## src/rtl/idm_pkg.sv

```systemverilog
package idm_pkg;

    typedef enum logic [1:0] {
        ST_IDLE   = 2'd0,
        ST_RD_REG = 2'd1,
        ST_RD_MEM = 2'd2
    } idm_state_e;

    localparam int OPT_EN_BIT  = 7;
    localparam int OPT_LE_BIT  = 1;
    localparam int OPT_INC_BIT = 0;

    localparam int OFS_OPT  = 'h0C;
    localparam int OFS_ADR0 = 'h0D;
    localparam int OFS_ADR1 = 'h0E;
    localparam int OFS_DATA = 'h0F;

endpackage

```

## src/rtl/idm_fsm.sv

```systemverilog
module idm_fsm
    import idm_pkg::*;
#(
    parameter int OFS_W = 8
) (
    input  logic             clk,
    input  logic             rst_n,
    input  logic             host_sel,
    input  logic             host_we,
    input  logic [OFS_W-1:0] host_ofs,
    input  logic             ind_en,
    input  logic             auto_inc,
    output logic             host_ready,
    output logic             host_rvalid,
    output logic             rd_from_mem,
    output logic             mem_re,
    output logic             mem_we,
    output logic             addr_inc,
    output logic             opt_wr,
    output logic             adr0_wr,
    output logic             adr1_wr,
    output logic [OFS_W-1:0] rd_ofs
);

    idm_state_e state_q, state_d;
    logic       hit_opt, hit_adr0, hit_adr1, hit_data;

    assign hit_opt  = (host_ofs == OFS_W'(OFS_OPT));
    assign hit_adr0 = (host_ofs == OFS_W'(OFS_ADR0));
    assign hit_adr1 = (host_ofs == OFS_W'(OFS_ADR1));
    assign hit_data = (host_ofs == OFS_W'(OFS_DATA));

    // state register and captured read offset
    always_ff @(posedge clk) begin
        if (!rst_n) begin
            state_q <= ST_IDLE;
            rd_ofs  <= '0;
        end else begin
            state_q <= state_d;
            if (state_q == ST_IDLE && host_sel && !host_we)
                rd_ofs <= host_ofs;
        end
    end

    // next state
    always_comb begin
        state_d = ST_IDLE;
        unique case (state_q)
            ST_IDLE: begin
                if (host_sel && !host_we)
                    state_d = (hit_data && ind_en) ? ST_RD_MEM : ST_RD_REG;
            end
            ST_RD_REG: state_d = ST_IDLE;
            ST_RD_MEM: state_d = ST_IDLE;
            default:   state_d = ST_IDLE;
        endcase
    end

    // outputs
    always_comb begin
        host_ready  = 1'b0;
        host_rvalid = 1'b0;
        rd_from_mem = 1'b0;
        mem_re      = 1'b0;
        mem_we      = 1'b0;
        addr_inc    = 1'b0;
        opt_wr      = 1'b0;
        adr0_wr     = 1'b0;
        adr1_wr     = 1'b0;
        unique case (state_q)
            ST_IDLE: begin
                host_ready = 1'b1;
                if (host_sel && host_we) begin
                    opt_wr   = hit_opt;
                    adr0_wr  = hit_adr0;
                    adr1_wr  = hit_adr1;
                    mem_we   = hit_data && ind_en;
                    addr_inc = hit_data && ind_en && auto_inc;
                end else if (host_sel) begin
                    mem_re = hit_data && ind_en;
                end
            end
            ST_RD_REG: begin
                host_rvalid = 1'b1;
            end
            ST_RD_MEM: begin
                host_rvalid = 1'b1;
                rd_from_mem = 1'b1;
                addr_inc    = auto_inc;
            end
            default: begin
                host_ready = 1'b0;
            end
        endcase
    end

endmodule

```

## src/rtl/idm_opt_reg.sv

```systemverilog
module idm_opt_reg
    import idm_pkg::*;
#(
    parameter int DATA_W = 8
) (
    input  logic              clk,
    input  logic              rst_n,
    input  logic              wr,
    input  logic [DATA_W-1:0] wdata,
    output logic              ind_en,
    output logic              little,
    output logic              auto_inc,
    output logic [DATA_W-1:0] rb
);

    always_ff @(posedge clk) begin
        if (!rst_n) begin
            ind_en   <= 1'b0;
            little   <= 1'b0;
            auto_inc <= 1'b0;
        end else if (wr) begin
            ind_en   <= wdata[OPT_EN_BIT];
            little   <= wdata[OPT_LE_BIT];
            auto_inc <= wdata[OPT_INC_BIT];
        end
    end

    always_comb begin
        rb              = '0;
        rb[OPT_EN_BIT]  = ind_en;
        rb[OPT_LE_BIT]  = little;
        rb[OPT_INC_BIT] = auto_inc;
    end

endmodule

```

## src/rtl/idm_addr_reg.sv

```systemverilog
module idm_addr_reg #(
    parameter int DATA_W = 8,
    parameter int ADDR_W = 16
) (
    input  logic              clk,
    input  logic              rst_n,
    input  logic              wr0,
    input  logic              wr1,
    input  logic [DATA_W-1:0] wdata,
    input  logic              little,
    input  logic              inc,
    output logic [ADDR_W-1:0] addr,
    output logic [DATA_W-1:0] rb0,
    output logic [DATA_W-1:0] rb1
);

    localparam int LANES = ADDR_W / DATA_W;

    logic [ADDR_W-1:0] addr_d;
    logic [DATA_W-1:0] lane_val [LANES];
    logic              lane0_of_ofs0;

    // lane index held by offset 0x0D: lane 1 (high) when big order
    assign lane0_of_ofs0 = little;

    for (genvar g = 0; g < LANES; g++) begin : g_lane
        assign lane_val[g] = addr[g*DATA_W +: DATA_W];
    end

    always_comb begin
        addr_d = addr;
        if (inc) begin
            addr_d = addr + ADDR_W'(1);
        end else begin
            if (wr0) begin
                if (lane0_of_ofs0) addr_d[0 +: DATA_W]      = wdata;
                else               addr_d[DATA_W +: DATA_W] = wdata;
            end
            if (wr1) begin
                if (lane0_of_ofs0) addr_d[DATA_W +: DATA_W] = wdata;
                else               addr_d[0 +: DATA_W]      = wdata;
            end
        end
    end

    always_ff @(posedge clk) begin
        if (!rst_n) addr <= '0;
        else        addr <= addr_d;
    end

    assign rb0 = little ? lane_val[0] : lane_val[1];
    assign rb1 = little ? lane_val[1] : lane_val[0];

endmodule

```

## src/rtl/idm_bridge.sv

```systemverilog
module idm_bridge
    import idm_pkg::*;
#(
    parameter  int DATA_W = 8,
    parameter  int OFS_W  = 8,
    localparam int ADDR_W = 2 * DATA_W
) (
    input  logic              clk,
    input  logic              rst_n,
    input  logic              host_sel,
    input  logic              host_we,
    input  logic [OFS_W-1:0]  host_ofs,
    input  logic [DATA_W-1:0] host_wdata,
    output logic [DATA_W-1:0] host_rdata,
    output logic              host_rvalid,
    output logic              host_ready,
    output logic [ADDR_W-1:0] mem_addr,
    output logic              mem_we,
    output logic              mem_re,
    output logic [DATA_W-1:0] mem_wdata,
    input  logic [DATA_W-1:0] mem_rdata
);

    logic              ind_en, little, auto_inc;
    logic              rd_from_mem, addr_inc;
    logic              opt_wr, adr0_wr, adr1_wr;
    logic [OFS_W-1:0]  rd_ofs;
    logic [DATA_W-1:0] opt_rb, adr0_rb, adr1_rb, reg_rb;

    idm_fsm #(.OFS_W(OFS_W)) u_fsm (
        .clk         (clk),
        .rst_n       (rst_n),
        .host_sel    (host_sel),
        .host_we     (host_we),
        .host_ofs    (host_ofs),
        .ind_en      (ind_en),
        .auto_inc    (auto_inc),
        .host_ready  (host_ready),
        .host_rvalid (host_rvalid),
        .rd_from_mem (rd_from_mem),
        .mem_re      (mem_re),
        .mem_we      (mem_we),
        .addr_inc    (addr_inc),
        .opt_wr      (opt_wr),
        .adr0_wr     (adr0_wr),
        .adr1_wr     (adr1_wr),
        .rd_ofs      (rd_ofs)
    );

    idm_opt_reg #(.DATA_W(DATA_W)) u_opt (
        .clk      (clk),
        .rst_n    (rst_n),
        .wr       (opt_wr),
        .wdata    (host_wdata),
        .ind_en   (ind_en),
        .little   (little),
        .auto_inc (auto_inc),
        .rb       (opt_rb)
    );

    idm_addr_reg #(.DATA_W(DATA_W), .ADDR_W(ADDR_W)) u_addr (
        .clk    (clk),
        .rst_n  (rst_n),
        .wr0    (adr0_wr),
        .wr1    (adr1_wr),
        .wdata  (host_wdata),
        .little (little),
        .inc    (addr_inc),
        .addr   (mem_addr),
        .rb0    (adr0_rb),
        .rb1    (adr1_rb)
    );

    assign mem_wdata = host_wdata;

    always_comb begin
        if (rd_ofs == OFS_W'(OFS_OPT))       reg_rb = opt_rb;
        else if (rd_ofs == OFS_W'(OFS_ADR0)) reg_rb = adr0_rb;
        else if (rd_ofs == OFS_W'(OFS_ADR1)) reg_rb = adr1_rb;
        else                                 reg_rb = '0;
    end

    assign host_rdata = !host_rvalid ? '0 : (rd_from_mem ? mem_rdata : reg_rb);

endmodule

```

## config.mk

```make
export PLATFORM = sky130hd
export DESIGN_NAME = idm_bridge
export DESIGN_NICKNAME = d
export VERILOG_FILES = /design/src/rtl/idm_pkg.sv /design/src/rtl/idm_fsm.sv /design/src/rtl/idm_opt_reg.sv /design/src/rtl/idm_addr_reg.sv /design/src/rtl/idm_bridge.sv
export SDC_FILE = /design/constraint.sdc
export NUM_CORES = 1
export LEC_CHECK = 0
export CORE_MARGIN = 2
export CORE_UTILIZATION = 53
export CTS_BUF_LIST = sky130_fd_sc_hd__clkbuf_8
export CTS_CLUSTER_SIZE = 30
export DETAILED_ROUTE_END_ITERATION = 6
export PLACE_DENSITY = 0.9
export SLEW_MARGIN = 20
export SYNTH_ARGS = -nofsm -noshare
export SYNTH_HDL_FRONTEND = slang
export SYNTH_SLANG_ARGS = --single-unit
```

## constraint.sdc

```tcl
create_clock -name clk -period 3.26 [get_ports clk]
set_input_delay 0.652 -clock clk [delete_from_list [all_inputs] [get_ports clk]]
set_output_delay 0.652 -clock clk [all_outputs]
set_load 0.02 [all_outputs]
```

==> flow_metrics.env <==
export IMPL_outcome="completed"
export IMPL_intPower_uw=561.9
export IMPL_antenna_found_initial=0
export IMPL_hold_viol=0
export IMPL_track_usage_pct=28.40
export IMPL_cpMostUsedCell="clkdlybuf4s50_1"
export IMPL_syn_num_nets=293
export IMPL_path_max_fanout=7
export IMPL_slew_headroom_pct=64.17
export IMPL_netSwitchingPower_uw=196.5
export IMPL_grt_max_degree=20
export IMPL_drv_slew=0
export IMPL_die_w_um=67.26
export IMPL_boundaryPins=64
export IMPL_gp_congestion=0.9379
export IMPL_grt_setup_unrepaired="no"
export IMPL_fmax_mhz=319.0
export IMPL_swShare_pct=25.91
export IMPL_grt_pass1_wl_um=9742
export IMPL_worst_hold_startpoint="u_fsm.rd_ofs[2]"
export IMPL_syn2layout_area_growth_pct=31.62
export IMPL_antennaDiodeCount=0
export IMPL_clockPowerShare_pct=37.3
export IMPL_syn_inst=262
export IMPL_routed_wl_um=6092
export IMPL_clock_sinks=29
export IMPL_crit_buf_inv=2
export IMPL_rr_startpoint="u_fsm.state_q[0]"
export IMPL_clk_latency_ps=280
export IMPL_seq_area_frac_synth_pct=27.37
export IMPL_worst_slew_pin_slew_ps=531.9
export IMPL_wl_per_cell_um=16.69
export IMPL_syn_avg_cell_area_um2=8.095
export IMPL_worst_endpoint_required_ps=2610
export IMPL_post_cts_buffers=0
export IMPL_root_buffer="clkbuf_8"
export IMPL_vias_per_cell=6.304
export IMPL_fin_util_pct=74.57
export IMPL_ys_seq_elements=29
export IMPL_drc=0
export IMPL_grt_pass1_vias=2074
export IMPL_fin_skew_ps=6.125
export IMPL_r2r_end="u_addr.addr[8]"
export IMPL_synth_edf_count=0
export IMPL_p_leak_uw=0.001020
export IMPL_cp_end_kind="output pin"
export IMPL_cp_arrival_ps=2480
export IMPL_crit_family="buffers and inverters"
export IMPL_die_area_um2=4523
export IMPL_critPathLaunchType="input port"
export IMPL_yosysWarnings=0
export IMPL_ir_worst_vdd_mv=0.2262
export IMPL_max_cap_violations=0
export IMPL_period_needed_ps=3135
export IMPL_cts_tree="yes"
export IMPL_power_density_nw_per_um2=271.7
export IMPL_path_cells="clkdlybuf4s50_1 > and3_2 > nand3_1 > nor2_1 > clkdlybuf4s50_1"
export IMPL_synth_area_leaders="dfxtp_1 (27%), a221oi_1 (6.2%), nor2_1 (5.0%)"
export IMPL_first_pass_iters=5
export IMPL_core_area_um2=3744
export IMPL_hold_end="u_fsm.rd_ofs[2]"
export IMPL_seqPwrFrac_pct=48.1
export IMPL_synthFlopType="dfxtp_1"
export IMPL_critical_path_class="input port to output pin"
export IMPL_hold_depth=2
export IMPL_start_util_pct=56.65
export IMPL_clk_path_buf_depth=2
export IMPL_yosys_cell_count_top_type="dfxtp_1"
export IMPL_synth_cell_types=50
export IMPL_syn_area_um2=2121
export IMPL_post_route_period_util_pct=96.16
export IMPL_fillers=303
export IMPL_place_hpwl_um=4428
export IMPL_tns_ps=0
export IMPL_cp_slowest_cell="clkdlybuf4s50_1"
export IMPL_cts_resized=0
export IMPL_final_antenna_net_count=0
export IMPL_regToRegSetupSlack_ps=1250
export IMPL_worstHoldPathType="register to register"
export IMPL_final_setup_viol_count=0
export IMPL_worst_r2r_cell_count=7
export IMPL_holdBufCountCts=0
export IMPL_htree_levels=2
export IMPL_overflow=0
export IMPL_drive_gt1_share_pct=9.464
export IMPL_synth_top_area_share_pct=27.37
export IMPL_rows=22
export IMPL_synth_common_cells="dfxtp_1 (29), nor2_1 (28), inv_1 (18), a221oi_1 (15), a21oi_1 (14)"
export IMPL_num_vias=2301
export IMPL_nets=347
export IMPL_port_buffers=63
export IMPL_power_frac_comb_pct=14.6
export IMPL_clkTransAtPathRegs_ps=60
export IMPL_slowest_delay_ps=620
export IMPL_yosysTopAreaCell="dfxtp_1"
export IMPL_async_reset_ff_share_pct=0
export IMPL_drt_iter0_drc=280
export IMPL_dieHeight_um=67.26
export IMPL_cts_buffers=5
[flip-flops by register name, summed over array words and instances, names as in the netlist]
| signal | flops |
|---|---|
| u_addr.addr | 16 |
| u_fsm.rd_ofs | 8 |
| u_fsm.state_q | 2 |
| u_opt.auto_inc | 1 |
| u_opt.ind_en | 1 |
| u_opt.little | 1 |
[layout make-up]
type                            count  area (µm²)  share of cell area [%]
Multi-Input combinational cell    193        1325                   47.47
Tap cell                           48       60.06                   2.151
Inverter                           18       67.56                   2.420
Clock inverter                      3       13.76                  0.4931
Timing Repair Buffer               69       675.6                   24.20
Clock buffer                        5       68.82                   2.465
Sequential cell                    29       580.6                   20.80
[worst min-delay path, cell delays in order (launching register included)]
cell,delay [ps]
dfxtp_1,330
mux2i_1,70
nor2_1,70
[power groups by stage]
stage	registers (µW)	clock network, µW	logic [µW]
after floorplan	370	0	57.3
after global placement	373	0	107
after detailed placement	373	0	109
after CTS	365	284	109
after global routing	366	300	118
final	365	283	110
[stage by stage]
| stage | cell area [µm²] | power [µW] | hold slack, ps | std cells | setup WS, ps |
|---|---|---|---|---|---|
| 2_1_floorplan | 2121 | 426.9 | 463.0 | 262 | 996.9 |
| 3_3_place_gp | 2709 | 479.3 | 488.4 | 357 | 259.1 |
| 3_5_place_dp | 2709 | 481.3 | 497.0 | 357 | 168.5 |
| 4_1_cts | 2791 | 757.8 | 510.9 | 365 | 155.0 |
| 5_1_grt | 2791 | 783.8 | 550.7 | 365 | 42.77 |
| 6_report | 2791 | 758.4 | 513.7 | 365 | 125.0 |
[how the worst max path moves through the flow]
stage,startpoint,end,slack (ps),depth (start not counted)
final,host_ofs[0],mem_re,130,5
after global placement,host_ofs[0],mem_re,260,5
after global routing,u_fsm.rd_ofs[6],host_rdata[2],40,6
after CTS,host_ofs[0],mem_re,160,5
after detailed placement,host_ofs[0],mem_re,170,5
after floorplan,u_fsm.state_q[0],host_rdata[0],1000,7
[cell families (layout without fill, tap and decap cells)]
family,Yosys count,after routing,synth area share [%]
flops,29,29,27.37
xor+xnor,1,1,0.4131
fa+ha+maj,3,3,1.770
mux,10,10,4.720
simple gates,98,98,24.90
buf+inv,40,95,10.15
compound gates,81,81,30.68
[cell usage in the layout, fill, tap and decap left out, drive strengths merged, types with 5 or more instances in the layout]
cell type,netlist,layout
a32o,5,5
a22oi,5,5
nand4,6,6
inv,18,19
o21ai,11,11
nand3,10,10
a21oi,15,15
o32a,6,6
and3,7,7
nor2b,10,10
mux2i,10,10
clkbuf,4,5
dfxtp,29,29
nand2,12,12
clkdlybuf4s50,0,63
nor2,30,30
buf,18,6
a221oi,15,15
nor3,13,13
[metal layers]
| layer | vias to the layer above | track usage, % | part of all wire (%) |
|---|---|---|---|
| li1 | 1098 | - | - |
| met1 | 1054 | 38.17 | 42 |
| met2 | 131 | 44.43 | 46 |
| met3 | 18 | 6.000 | 11 |
| met4 | 0 | 11.22 | 2.0 |
| met5 | - | 0 | 0 |
Note: power is estimated with default switching activity, not from simulation.
